[config.mk]
export PLATFORM = sky130hd
export DESIGN_NAME = rr_mask_counter
export DESIGN_NICKNAME = d
export VERILOG_FILES = /design/src/rtl/rr_mask_counter.sv
export SDC_FILE = /design/constraint.sdc
export NUM_CORES = 1
export LEC_CHECK = 0
export BUFFER_PORTS_ARGS = -buffer_cell sky130_fd_sc_hd__buf_2
export CORE_MARGIN = 2
export CORE_UTILIZATION = 50
export CTS_BUF_LIST = sky130_fd_sc_hd__clkbuf_16
export DETAILED_ROUTE_END_ITERATION = 10
export GPL_TIMING_DRIVEN = 0
export PLACE_DENSITY = 0.73
export SKIP_LAST_GASP = 1
export SLEW_MARGIN = 20
export SYNTH_ARGS = -nofsm -noshare
export SYNTH_HDL_FRONTEND = slang
export SYNTH_SLANG_ARGS = --single-unit
[constraint.sdc]
create_clock -name clk -period 3.8 [get_ports clk]
set_input_delay 0.19 -clock clk [delete_from_list [all_inputs] [get_ports clk]]
set_output_delay 0.19 -clock clk [all_outputs]
set_load 0.02 [all_outputs]
[src/rtl/rr_mask_counter.sv]
module rr_mask_counter #(
  parameter int N = 8,
  localparam int IW = (N > 1) ? $clog2(N) : 1
) (
  input  logic          clk,
  input  logic          rst,
  input  logic          adv,
  input  logic [N-1:0]  mask,
  output logic [IW-1:0] idx,
  output logic          valid
);

  logic [IW-1:0]  start;
  logic [2*N-1:0] dbl;
  logic [N-1:0]   rot;
  logic [IW-1:0]  off;
  logic [IW:0]    sum;
  logic [IW-1:0]  nxt;

  assign start = (idx == IW'(N-1)) ? '0 : idx + 1'b1;
  assign dbl   = {mask, mask};
  assign rot   = N'(dbl >> start);

  always_comb begin
    off = '0;
    for (int j = N-1; j >= 0; j--)
      if (rot[j]) off = IW'(j);
  end

  assign sum   = {1'b0, start} + {1'b0, off};
  assign nxt   = (sum >= (IW+1)'(N)) ? IW'(sum - (IW+1)'(N)) : IW'(sum);
  assign valid = |mask;

  always_ff @(posedge clk) begin
    if (rst)               idx <= '0;
    else if (adv && valid) idx <= nxt;
  end

  logic [N-1:0] mask_d;
  always_ff @(posedge clk) mask_d <= mask;

  p_reset_r1: assert property (@(posedge clk) rst |=> idx == '0);

  p_hold_r2: assert property (@(posedge clk) disable iff (rst)
    !adv |=> idx == $past(idx));

  p_land_marked_r3: assert property (@(posedge clk) disable iff (rst)
    (adv && mask != '0) |=> mask_d[idx]);

  p_empty_hold_r7: assert property (@(posedge clk) disable iff (rst)
    (adv && mask == '0) |=> idx == $past(idx));

  p_single_stays_r6: assert property (@(posedge clk) disable iff (rst)
    (adv && $onehot(mask) && mask[idx]) |=> idx == $past(idx));

endmodule

==> parameters.txt, run 1 <==
Parameter                              Value

Placed design
  Worst slack at placement ... 259.0 ps
  Last weighted congestion value of the routability-driven placer ... 0.8314
  Standard cell area after detailed placement ... around 860 um^2
  Placed wire-length estimate after detailed placement ... 1445 um
  PortBufs ... 14

STA
  Final setup violation count ... 0
  Time the worst path needs with I/O delays and setup ... 3523 ps
  RSZ-0062 raised after global routing ... no
  Final critical-path share of the clock period ... between 90 and 100%
  Maximum frequency from static timing analysis ... 0.2838 GHz
  Clock skew ... 3.521 ps
  Final Max Slew Viols ... 0
  TNS Setup ... 0 ps
  Measured slew at the worst slew-check pin ... 368.7 ps
  Final worst-path setup slack ... 277.0 ps
  Hold violation count in the final report ... 0
  Max-Slew Margin vs Limit ... 74.72%

Worst setup path
  Worst Path Required ... slightly below 4000 ps
  Nature of the critical path endpoint ... flip-flop
  Type of origin of the critical path ... flip-flop
  Number of buffers and inverters on the critical path ... 2
  Library cell contributing the largest single delay on the critical path ... mux4_2
  Length in cells of the worst reg-to-reg path ... 14
  Worst path cell trace ... ha_1 > ha_1 > buf_6 > mux2_2 > mux4_2 > nand2_1 > nand3_1 > a21boi_1 > ha_1 > inv_1 > fa_1 > xor2_1 > nand3_1 > a311oi_2
  Signal arrival time at the worst endpoint ... 3660 ps
  Worst flop-to-flop path endpoint ... idx[2]
  Top fanout value on the critical path ... 7
  Register-to-register path setup slack ... 280 ps
  Category of the most critical setup path ... flip-flop to flip-flop
  Cell class contributing the biggest share of worst-path delay ... adder cells
  Delay of the slowest critical-path stage ... 520 ps
  Launch instance of the worst register-to-register path ... idx[0]
  Cell seen most often among critical-path stages ... ha_1

Synth
  Largest family of logic cells by synthesized area ... multiplexers
  Synth Area in Simple Gates ... 16.01%
  Seq/Total Area, Yosys ... 7.843%
  Yosys warns ... 0
  Cells after Synth ... 77
  Compound-gate portion of the synthesized area ... around 12%
  Post-Syn Area per Cell ... 9.945 um^2
  Number of distinct library cell variants in the gate-level netlist after synthesis ... 36
  Number of synthesized register bits ... 3
  Adder-cell share of the synthesized area ... 7.516%
  Proportion of netlist area held by the largest area contributor ... 15.69%
  Number of flops mapped to enable cells by yosys ... 0
  Cell area after technology mapping ... between 700 and 800 um^2
  Dominant register cell in the synthesized netlist ... dfxtp_1
  Async set-or-reset flop fraction in the synthesized netlist ... 0%
  Fraction of synthesized area in multiplexers ... around 47%
  Post-synth top area cell ... mux2i_1
  Dominant cells by area after synthesis ... mux2i_1, mux4_2, dfxtp_1, mux2_2, mux4_1
  Net count of the mapped netlist ... 92
  Parity-gate share of the synthesized area counting xor and xnor cells ... 3.268%

Die
  Floorplan core area ... 0.001471 mm^2
  Number of cell rows ... 14
  Starting density of the core ... 52.04%
  Full die area ... 0.001861 mm^2
  Height of the die ... 43.14 um
  Horizontal die dimension ... 43.14 um
  Number of top-level design ports ... 15

Clock network
  Number of buffers created by CTS ... 3
  Number of buffers added to fix hold violations after cts ... 0
  Clock latency reported for the late side of the worst-skew pair ... 230 ps
  Post-CTS setup-driven buffer insertion count ... 0
  TritonCTS clock tree ... done
  Buffer cell driving the clock tree root ... clkbuf_16
  CTS H-Tree Depth ... 1
  Clock Path Buffers ... 2
  CTS Sinks ... 3
  Clock transition at the registers of the reported paths ... roughly 30 ps

Global route
  GRT Resource Usage Total ... about a quarter
  Global-route wire length before repair ... 3325 um
  Vias in the first global route ... between 700 and 800
  Total overflow reported by the global router ... 0
  Largest net degree at the start of global routing ... 11
  Number of antenna violations at the first check in global routing ... 0

Pwr
  Pwr/cell area ... 1016 mW/mm^2
  Worst vdd ir ... 0.0004533 V
  Pwr Total ... 0.9545 mW
  Static leakage ... 0.3993 nW

Detailed routing
  Vias/cell ... 6.396
  Final antenna-violating net count ... 0
  Number of iterations in the first detailed-routing pass ... 4
  Count of routing violations after the opening detailed-route iteration ... 15
  Total length of routed wires ... 1869 um
  Number of vias after detailed routing ... 710
  Final routed DRC violation total ... 0
  Routed len/inst ... between 15 and 20 um

Final layout
  Top flop regs ... idx x3
  Ratio of cells with drive above 1 in the final layout ... a little under two fifths
  Layout overhead on the synthesized area ... 22.71%
  Final Net Count ... 111
  Finished Cell Area ... around 940 um^2
  Number of antenna diodes ... 0
  Flip-flop count of the largest register after layout ... 3
  Largest reg by FF count ... idx

Job
  Max-cap check violation count ... 0

Min path
  Hold Path Cell Cnt ... 2
  Path type of the worst min-delay path ... input port to flip-flop
  Hold path endpoint ... idx[2]
  Beginning of the worst hold path ... rst

Status
  Run status ... completed
-- how the worst max path moves through the flow --
stage,from,depth (start not counted),to
3_5_place_dp,idx[0],11,idx[2]
2_1_floorplan,idx[0],11,idx[2]
3_3_place_gp,idx[0],11,idx[2]
6_report,idx[0],14,idx[2]
5_1_grt,idx[0],14,idx[2]
4_1_cts,idx[0],11,idx[2]
-- layer usage --
layer	GRT usage [%]	part of all wire [%]	routed length, um
met2	40.60	51	956
met5	0	0	0
met3	3.404	4.2	79
met1	31.05	43	802
met4	9.091	1.6	29
-- logic make-up (layout without fill, tap and decap cells) --
| family | count (synthesis) | in the layout |
|---|---|---|
| multiplexers | 25 | 25 |
| AND/OR/NAND/NOR | 24 | 24 |
| AO/OA/AOI/OAI | 12 | 12 |
| buffers and inverters | 7 | 25 |
| adder cells (fa/ha/maj) | 4 | 4 |
| flip-flops | 3 | 3 |
| XOR/XNOR | 2 | 2 |
-- power by group --
part	total (mW)	internal (mW)	switching, mW
clock	0.166	0.136	0.0305
combinational	0.729	0.360	0.369
sequential	0.0593	0.0449	0.0144
total	0.955	0.541	0.414
-- worst reg2reg max path: cells and delay by family, from the launching register on --
family,cells,cell delay (ps)
AOI/OAI and AO/OA,2,440
xor gates and xnor gates,1,180
adders and majority gates,4,1090
buffers and inverters,2,190
DFF,1,360
muxes,2,890
and+or+nand+nor,3,280
-- layout by cell type (no fill, tap or decap), drive strengths merged --
cell and instances:
a21oi 2, nor4 3, mux2 6, fa 1, inv 2, clkbuf 4, a211oi 2, nand2 6
a21boi 1, nand3 3, mux4 7, o211ai 2, xor2 1, xnor2 1, nor2 6, a21o 1
ha 3, or4 1, and2 1, o21ai 2, nand4bb 1, a311oi 2, buf 18, mux2i 12
and3 1, clkinv 1, dfxtp 3, nor3 2
-- stage by stage --
step | util, % | instances | hold WS (ps)
after CTS | 63.52 | 111 | 163.7
after global routing | 63.86 | 111 | 185.0
after floorplan | - | 77 | 257.9
final | 63.86 | 111 | 164.0
after global placement | 58.16 | 107 | 389.5
after detailed placement | 58.16 | 107 | 393.5
-- cell usage after synthesis, types with 2 or more instances --
cell       n
mux2i_1   12
nor3_1     2
o211ai_1   2
mux4_2     5
mux4_1     2
a21oi_1    2
dfxtp_1    3
nor2_1     5
nand3_1    3
mux2_2     5
ha_1       3
nor4_1     3
nand2_1    6
a211oi_1   2
-- final cells by class --
cell class	count	area (um^2)
Clock buffer	3	75.07
Clock inverter	1	3.754
Sequential cell	3	60.06
Multi-Input combinational cell	67	655.6
Timing Repair Buffer	14	70.07
Inverter	2	7.507
Fill cell	127	531.8
Tap cell	16	20.02
Buffer	5	47.55
-- timing repair --
action | 4_1_cts | 5_1_grt
endpoints found under the hold margin | 0 | 0
gates resized for setup | 0 | 1
endpoints found under the setup margin | 0 | 1
Power figures use the tool's default switching activity.
==> run 2, diff against run 1 <==
Settings changed: ABC_AREA set to 1.
==> parameters.txt, run 2 <==
Parameter                              Value

STA
  RSZ-0062 raised after global routing ... no
  Max-Slew Margin vs Limit ... 82.37%
  Hold violation count in the final report ... 0
  Clock skew ... 0.6432 ps
  Time the worst path needs with I/O delays and setup ... 3032 ps
  Measured slew at the worst slew-check pin ... 262.0 ps
  Maximum frequency from static timing analysis ... 0.3298 GHz
  TNS Setup ... 0 ps
  Final critical-path share of the clock period ... between 70% and 80%
  Final setup violation count ... 0
  Final Max Slew Viols ... 0
  Final worst-path setup slack ... approximately 770 ps
  Final-layout worst hold slack ... 169.4 ps

Job
  Max-cap check violation count ... 0

Placed design
  Placed Cells ... 171
  Worst slack at placement ... 753.7 ps
  Last weighted congestion value of the routability-driven placer ... 0.8101
  PortBufs ... 14
  Placed wire-length estimate after detailed placement ... between 1500 and 2000 um

Worst setup path
  Worst Path Required ... 3920 ps
  Worst flop-to-flop path endpoint ... idx[2]
  Launch instance of the worst register-to-register path ... idx[0]
  Nature of the critical path endpoint ... flip-flop
  Category of the most critical setup path ... flip-flop to flip-flop
  Length in cells of the worst reg-to-reg path ... 23
  Delay of the slowest critical-path stage ... 420 ps
  Cell seen most often among critical-path stages ... nand2_1
  Type of origin of the critical path ... flip-flop
  Top fanout value on the critical path ... 10
  Signal arrival time at the worst endpoint ... 3150 ps
  Register-to-register path setup slack ... 770 ps
  Worst path cell trace ... ha_1 > ha_1 > nor2_2 > buf_6 > nand2_1 > nand3_1 > nand3_1 > nand2_2 > inv_1 > nand2_1 > nand2_1 > nand2_1 > nand2_1 > a21boi_1 > ha_1 > inv_1 > fa_1 > xor2_1 > inv_1 > nand2_1 > nand3_1 > nand2_1 > inv_1
  Library cell contributing the largest single delay on the critical path ... fa_1

Global route
  Number of antenna violations at the first check in global routing ... 0
  GRT Resource Usage Total ... between 20 and 25%
  Total overflow reported by the global router ... 0
  Global-route wire length before repair ... 3339 um
  Met1 Usage GRT ... 25.92%
  GRT busiest layer ... met2
  Met3 GRT Util ... 2.449%
  Largest net degree at the start of global routing ... 11
  Met2 demand-to-capacity share in global routing ... ~44%
  Vias in the first global route ... around 840

Pwr
  Pwr Total ... 1.117 mW
  Worst vdd ir ... about 0.00043 V
  Switching share of power ... 52.64%
  Cell internal pwr ... 0.5292 mW
  Proportion of power drawn by the clock network ... 14.7%
  Static leakage ... approximately 0.56 nW
  Net switching power ... 0.5883 mW
  Combinational share of power ... 80.3%
  Fraction of power consumed by sequential logic ... 5.1%
  Pwr/cell area ... 1133 mW/mm^2

Synth
  Number of flops mapped to enable cells by yosys ... 0
  Async set-or-reset flop fraction in the synthesized netlist ... 0%
  Dominant register cell in the synthesized netlist ... dfxtp_1
  Proportion of netlist area held by the largest area contributor ... around a fifth
  Top cells by count, synth ... nand2_1, nand3_1, nand2_2, inv_1
  Number of synthesized register bits ... 3
  Cells after Synth ... about 140
  Seq/Total Area, Yosys ... 7.351%
  Dominant cells by area after synthesis ... nand2_1, nand3_1, nand2_2, inv_1, dfxtp_1
  Number of distinct library cell variants in the gate-level netlist after synthesis ... 21
  Net count of the mapped netlist ... 156
  Yosys warns ... 0
  Post-Syn Area per Cell ... 5.795 um^2
  Cell area after technology mapping ... about 820 um^2
  Post-synth top area cell ... nand2_1
  Most used standard cell by instance count after synthesis ... nand2_1

Clock network
  Clock Path Buffers ... 2
  TritonCTS clock tree ... done
  Number of buffers created by CTS ... 3
  Clock latency reported for the late side of the worst-skew pair ... 220 ps
  Number of buffers added to fix hold violations after cts ... 0
  CTS-repair resized insts ... 0
  CTS H-Tree Depth ... 1
  Clock transition at the registers of the reported paths ... 30 ps
  Buffer cell driving the clock tree root ... clkbuf_16
  CTS Sinks ... 3
  Post-CTS setup-driven buffer insertion count ... 0

Final layout
  Largest reg by FF count ... idx
  Flip-flop count of the largest register after layout ... 3
  Ratio of cells with drive above 1 in the final layout ... 30.82%
  Number of non-filler instances in the completed layout ... 175
  Number of antenna diodes ... 0
  Final Net Count ... ~180
  Leading cell types in the layout, fill and taps excluded ... nand2_1, nand3_1, inv_1, nand2_2, buf_2
  Number of filler instances in the final layout ... 151
  Leading cell type in the layout, fill and taps excluded ... nand2_1
  Top flop regs ... idx x3
  Layout overhead on the synthesized area ... 20.67%

Die
  Number of cell rows ... 14
  Number of top-level design ports ... 15
  Starting density of the core ... 53.61%
  Floorplan core area ... 0.001524 mm^2
  Full die area ... around 0.0020 mm^2
  Horizontal die dimension ... 44.43 um
  Height of the die ... 44.43 um

Detailed routing
  Vias/cell ... approximately 5.3
  Final antenna-violating net count ... 0
  Count of routing violations after the opening detailed-route iteration ... 14
  Routed len/inst ... between 10 and 15 um
  Total length of routed wires ... 1956 um
  Number of vias after detailed routing ... 924
  Final routed DRC violation total ... 0
  Number of iterations in the first detailed-routing pass ... 4

Min path
  Hold Path Cell Cnt ... 2
  Hold path endpoint ... idx[1]
  Path type of the worst min-delay path ... input port to flip-flop
  Beginning of the worst hold path ... rst

Status
  Run status ... completed
[run 2: logic make-up (layout without fill, tap and decap cells)]
kind of cell / Yosys count / count (layout) / share of synthesized area (%)
compound gates: 4 / 4 / 3.675
xor+xnor: 1 / 1 / 1.072
fa+ha+maj: 4 / 4 / 7.045
buf+inv: 23 / 41 / 15.47
flops: 3 / 3 / 7.351
simple gates: 106 / 106 / 65.39
[run 2: how the worst max path moves through the flow]
| stage | start | end | slack, ps | depth (start not counted) |
|---|---|---|---|---|
| final | idx[0] | idx[2] | 770 | 23 |
| after global routing | idx[0] | idx[2] | 400 | 23 |
| after CTS | idx[0] | idx[2] | 740 | 23 |
| after detailed placement | idx[0] | idx[2] | 750 | 23 |
| after global placement | idx[0] | idx[2] | 810 | 23 |
| after floorplan | idx[0] | idx[2] | 950 | 23 |
[run 2: layer usage]
metal  routed length (um)  vias up
li1                     -      488
met1                  873      410
met2                 1005       23
met3                   55        3
met4                   22        0
met5                    0        -
[run 2: final cells by class]
| type | instances | area, um^2 | area share [%] |
|---|---|---|---|
| Buffer | 5 | 58.81 | 5.964 |
| Multi-Input combinational cell | 115 | 630.6 | 63.96 |
| Clock inverter | 1 | 3.754 | 0.3807 |
| Sequential cell | 3 | 60.06 | 6.091 |
| Timing Repair Buffer | 14 | 70.07 | 7.107 |
| Tap cell | 16 | 20.02 | 2.030 |
| Clock buffer | 3 | 75.07 | 7.614 |
| Inverter | 18 | 67.56 | 6.853 |
[run 2: stage by stage]
stage / instance area, um^2 / utilization [%]
after floorplan: 817.0 / -
after global placement: 907.1 / 59.52
after detailed placement: 907.1 / 59.52
after CTS: 985.9 / 64.70
after global routing: 985.9 / 64.70
final: 985.9 / 64.70
[run 2: worst max-delay path: cells and delay by family, from the launching register on]
family	cells	cell delay (ps)
adder cells (fa/ha/maj)	4	990
buffers and inverters	5	370
AND/OR/NAND/NOR	12	930
flip-flops	1	330
XOR/XNOR	1	180
AO/OA/AOI/OAI	1	130
[run 2: power by group through the flow]
stage / Clock, mW / Combinational [mW] / Sequential, mW
floorplan: 0 / 0.724 / 0.0709
global placement: 0 / 0.886 / 0.0563
detailed placement: 0 / 0.892 / 0.0580
CTS: 0.165 / 0.903 / 0.0576
global route: 0.169 / 1.02 / 0.0589
finish: 0.164 / 0.897 / 0.0569
==> run 3, diff against run 2 <==
Clock period 3.8 ns to 2.9 ns, I/O delays scaled along.
==> parameters.txt, run 3 (same netlist as run 2, synthesis figures left out) <==
Parameter                              Value

Placed design
  Placed Cells ... 171
  Placed wire-length estimate after detailed placement ... 1623 um
  PortBufs ... 14
  Last weighted congestion value of the routability-driven placer ... around 0.8

Final layout
  Largest reg by FF count ... idx
  Number of non-filler instances in the completed layout ... around 190
  Leading cell type in the layout, fill and taps excluded ... nand2_1
  Number of antenna diodes ... 0
  Layout overhead on the synthesized area ... 51.15%
  Leading cell types in the layout, fill and taps excluded ... nand2_1, nand2_2, nand3_1
  Final Net Count ... 186
  Final design utilization ... around four fifths
  Number of filler instances in the final layout ... 109
  Top flop regs ... idx x3
  Ratio of cells with drive above 1 in the final layout ... 52.35%
  Flip-flop count of the largest register after layout ... 3

STA
  RSZ-0062 raised after global routing ... yes
  Time the worst path needs with I/O delays and setup ... roughly 2800 ps
  TNS Setup ... 0 ps
  Final setup violation count ... 0
  Measured slew at the worst slew-check pin ... 258.1 ps
  Maximum frequency from static timing analysis ... about 0.36 GHz
  Clock skew ... ~0.22 ps
  Max-Slew Margin vs Limit ... 82.63%
  Final Max Slew Viols ... 0
  Final critical-path share of the clock period ... 96.19%
  Hold violation count in the final report ... 0

Worst setup path
  Setup crit start ... idx[0]
  Type of origin of the critical path ... flip-flop
  Worst Path Required ... 3020 ps
  Category of the most critical setup path ... flip-flop to flip-flop
  Delay of the slowest critical-path stage ... 360 ps
  Signal arrival time at the worst endpoint ... 2900 ps
  Launch instance of the worst register-to-register path ... idx[0]
  Worst flop-to-flop path endpoint ... idx[2]
  Top fanout value on the critical path ... 5
  Nature of the critical path endpoint ... flip-flop
  Cell seen most often among critical-path stages ... nand2_1
  Register-to-register path setup slack ... 110 ps
  Library cell contributing the largest single delay on the critical path ... fa_2
  Length in cells of the worst reg-to-reg path ... 25

Clock network
  TritonCTS clock tree ... done
  Clock latency reported for the late side of the worst-skew pair ... 220 ps
  CTS H-Tree Depth ... 1
  Buffer cell driving the clock tree root ... clkbuf_16
  CTS Sinks ... 3
  Number of buffers created by CTS ... 3
  Clock transition at the registers of the reported paths ... 30 ps
  Number of buffers added to fix hold violations after cts ... 0
  Clock Path Buffers ... 2

Job
  Max-cap check violation count ... 0

Pwr
  Static leakage ... 0.6488 nW
  Worst vdd ir ... 0.0006954 V
  Pwr Total ... ~1.9 mW
  Pwr/cell area ... 1499 mW/mm^2

Global route
  Largest net degree at the start of global routing ... 11
  GRT Resource Usage Total ... 25.90%
  Global-route wire length before repair ... 3739 um
  Total overflow reported by the global router ... 0
  Vias in the first global route ... 919
  Number of antenna violations at the first check in global routing ... 0

Min path
  Hold path endpoint ... idx[1]
  Beginning of the worst hold path ... rst
  Hold Path Cell Cnt ... 2
  Path type of the worst min-delay path ... input port to flip-flop

Detailed routing
  Count of routing violations after the opening detailed-route iteration ... 22
  Final routed DRC violation total ... 0
  Number of iterations in the first detailed-routing pass ... 4
  Routed len/inst ... ~13 um
  Number of vias after detailed routing ... 1025
  Vias/cell ... 5.511
  Total length of routed wires ... 2488 um
  Final antenna-violating net count ... 0

Die
  Height of the die ... 44.43 um
  Full die area ... 0.001974 mm^2
  Floorplan core area ... 0.001524 mm^2
  Horizontal die dimension ... 44.43 um
  Number of cell rows ... 14
  Number of top-level design ports ... 15
  Starting density of the core ... 53.61%

Status
  Run status ... completed
[run 3: changes by cell type in the layout (fill, tap and decap cells not counted), sizes merged]
cell / delta
buf: +11
[run 3: routing by layer]
layer / wire, um / vias to the layer above / global-route usage [%]
met4: 56 / 0 / 11.52
met2: 1374 / 28 / 49.71
met3: 89 / 7 / 3.265
met1: 967 / 485 / 27.70
li1: - / 505 / -
met5: 0 / - / 0
[run 3: worst max path at each step]
stage	endpoint	slack, ps	depth (start not counted)
after floorplan	idx[2]	50	23
after global placement	idx[2]	-90	23
after detailed placement	idx[2]	-150	23
after CTS	idx[2]	40	23
after global routing	idx[2]	-90	25
final	idx[2]	110	25
[run 3: critical path, delay by kind of cell, from the launching register on]
family          cells  cell delay, ps
fa+ha+maj           4             880
simple gates       13             780
buf+inv             6             400
flops               1             350
xor+xnor            1             140
compound gates      1             130
[run 3: area by class of cell]
| cell class | count | area (um^2) | area share (%) |
|---|---|---|---|
| tap | 16 | 20.02 | 1.621 |
| timing repair buffer | 25 | 150.1 | 12.16 |
| sequential | 3 | 67.56 | 5.471 |
| multi-input combinational | 115 | 787.0 | 63.73 |
| inverter | 18 | 68.82 | 5.572 |
| buffer | 5 | 62.56 | 5.066 |
| clock inverter | 1 | 3.754 | 0.3040 |
| clock buffer | 3 | 75.07 | 6.079 |
[run 3: timing repair]
action | in CTS | in global routing
buffers inserted | 5 | 4
resized for setup | 20 | 24
setup endpoints to repair | 1 | 2
cloned | 2 | 0
pin swaps | 9 | 15
hold endpoints to repair | 0 | 0
[run 3: report_power, final]
group | switching (mW) | internal, mW | leakage [nW]
clock network | 0.0384 | 0.178 | 0.0423
logic | 0.885 | 0.665 | 0.580
registers | 0.0201 | 0.0651 | 0.0261
total | 0.943 | 0.907 | 0.649
[run 3: stage by stage]
stage / worst slack (ps) / hold slack [ps] / instance area [um^2]
global route: -88.43 / 140.8 / 1235
floorplan: 46.06 / 223.5 / 817.0
finish: 110.5 / 127.1 / 1235
CTS: 35.81 / 116.6 / 1107
detailed placement: -146.3 / 355.1 / 907.1
global placement: -86.15 / 351.5 / 907.1
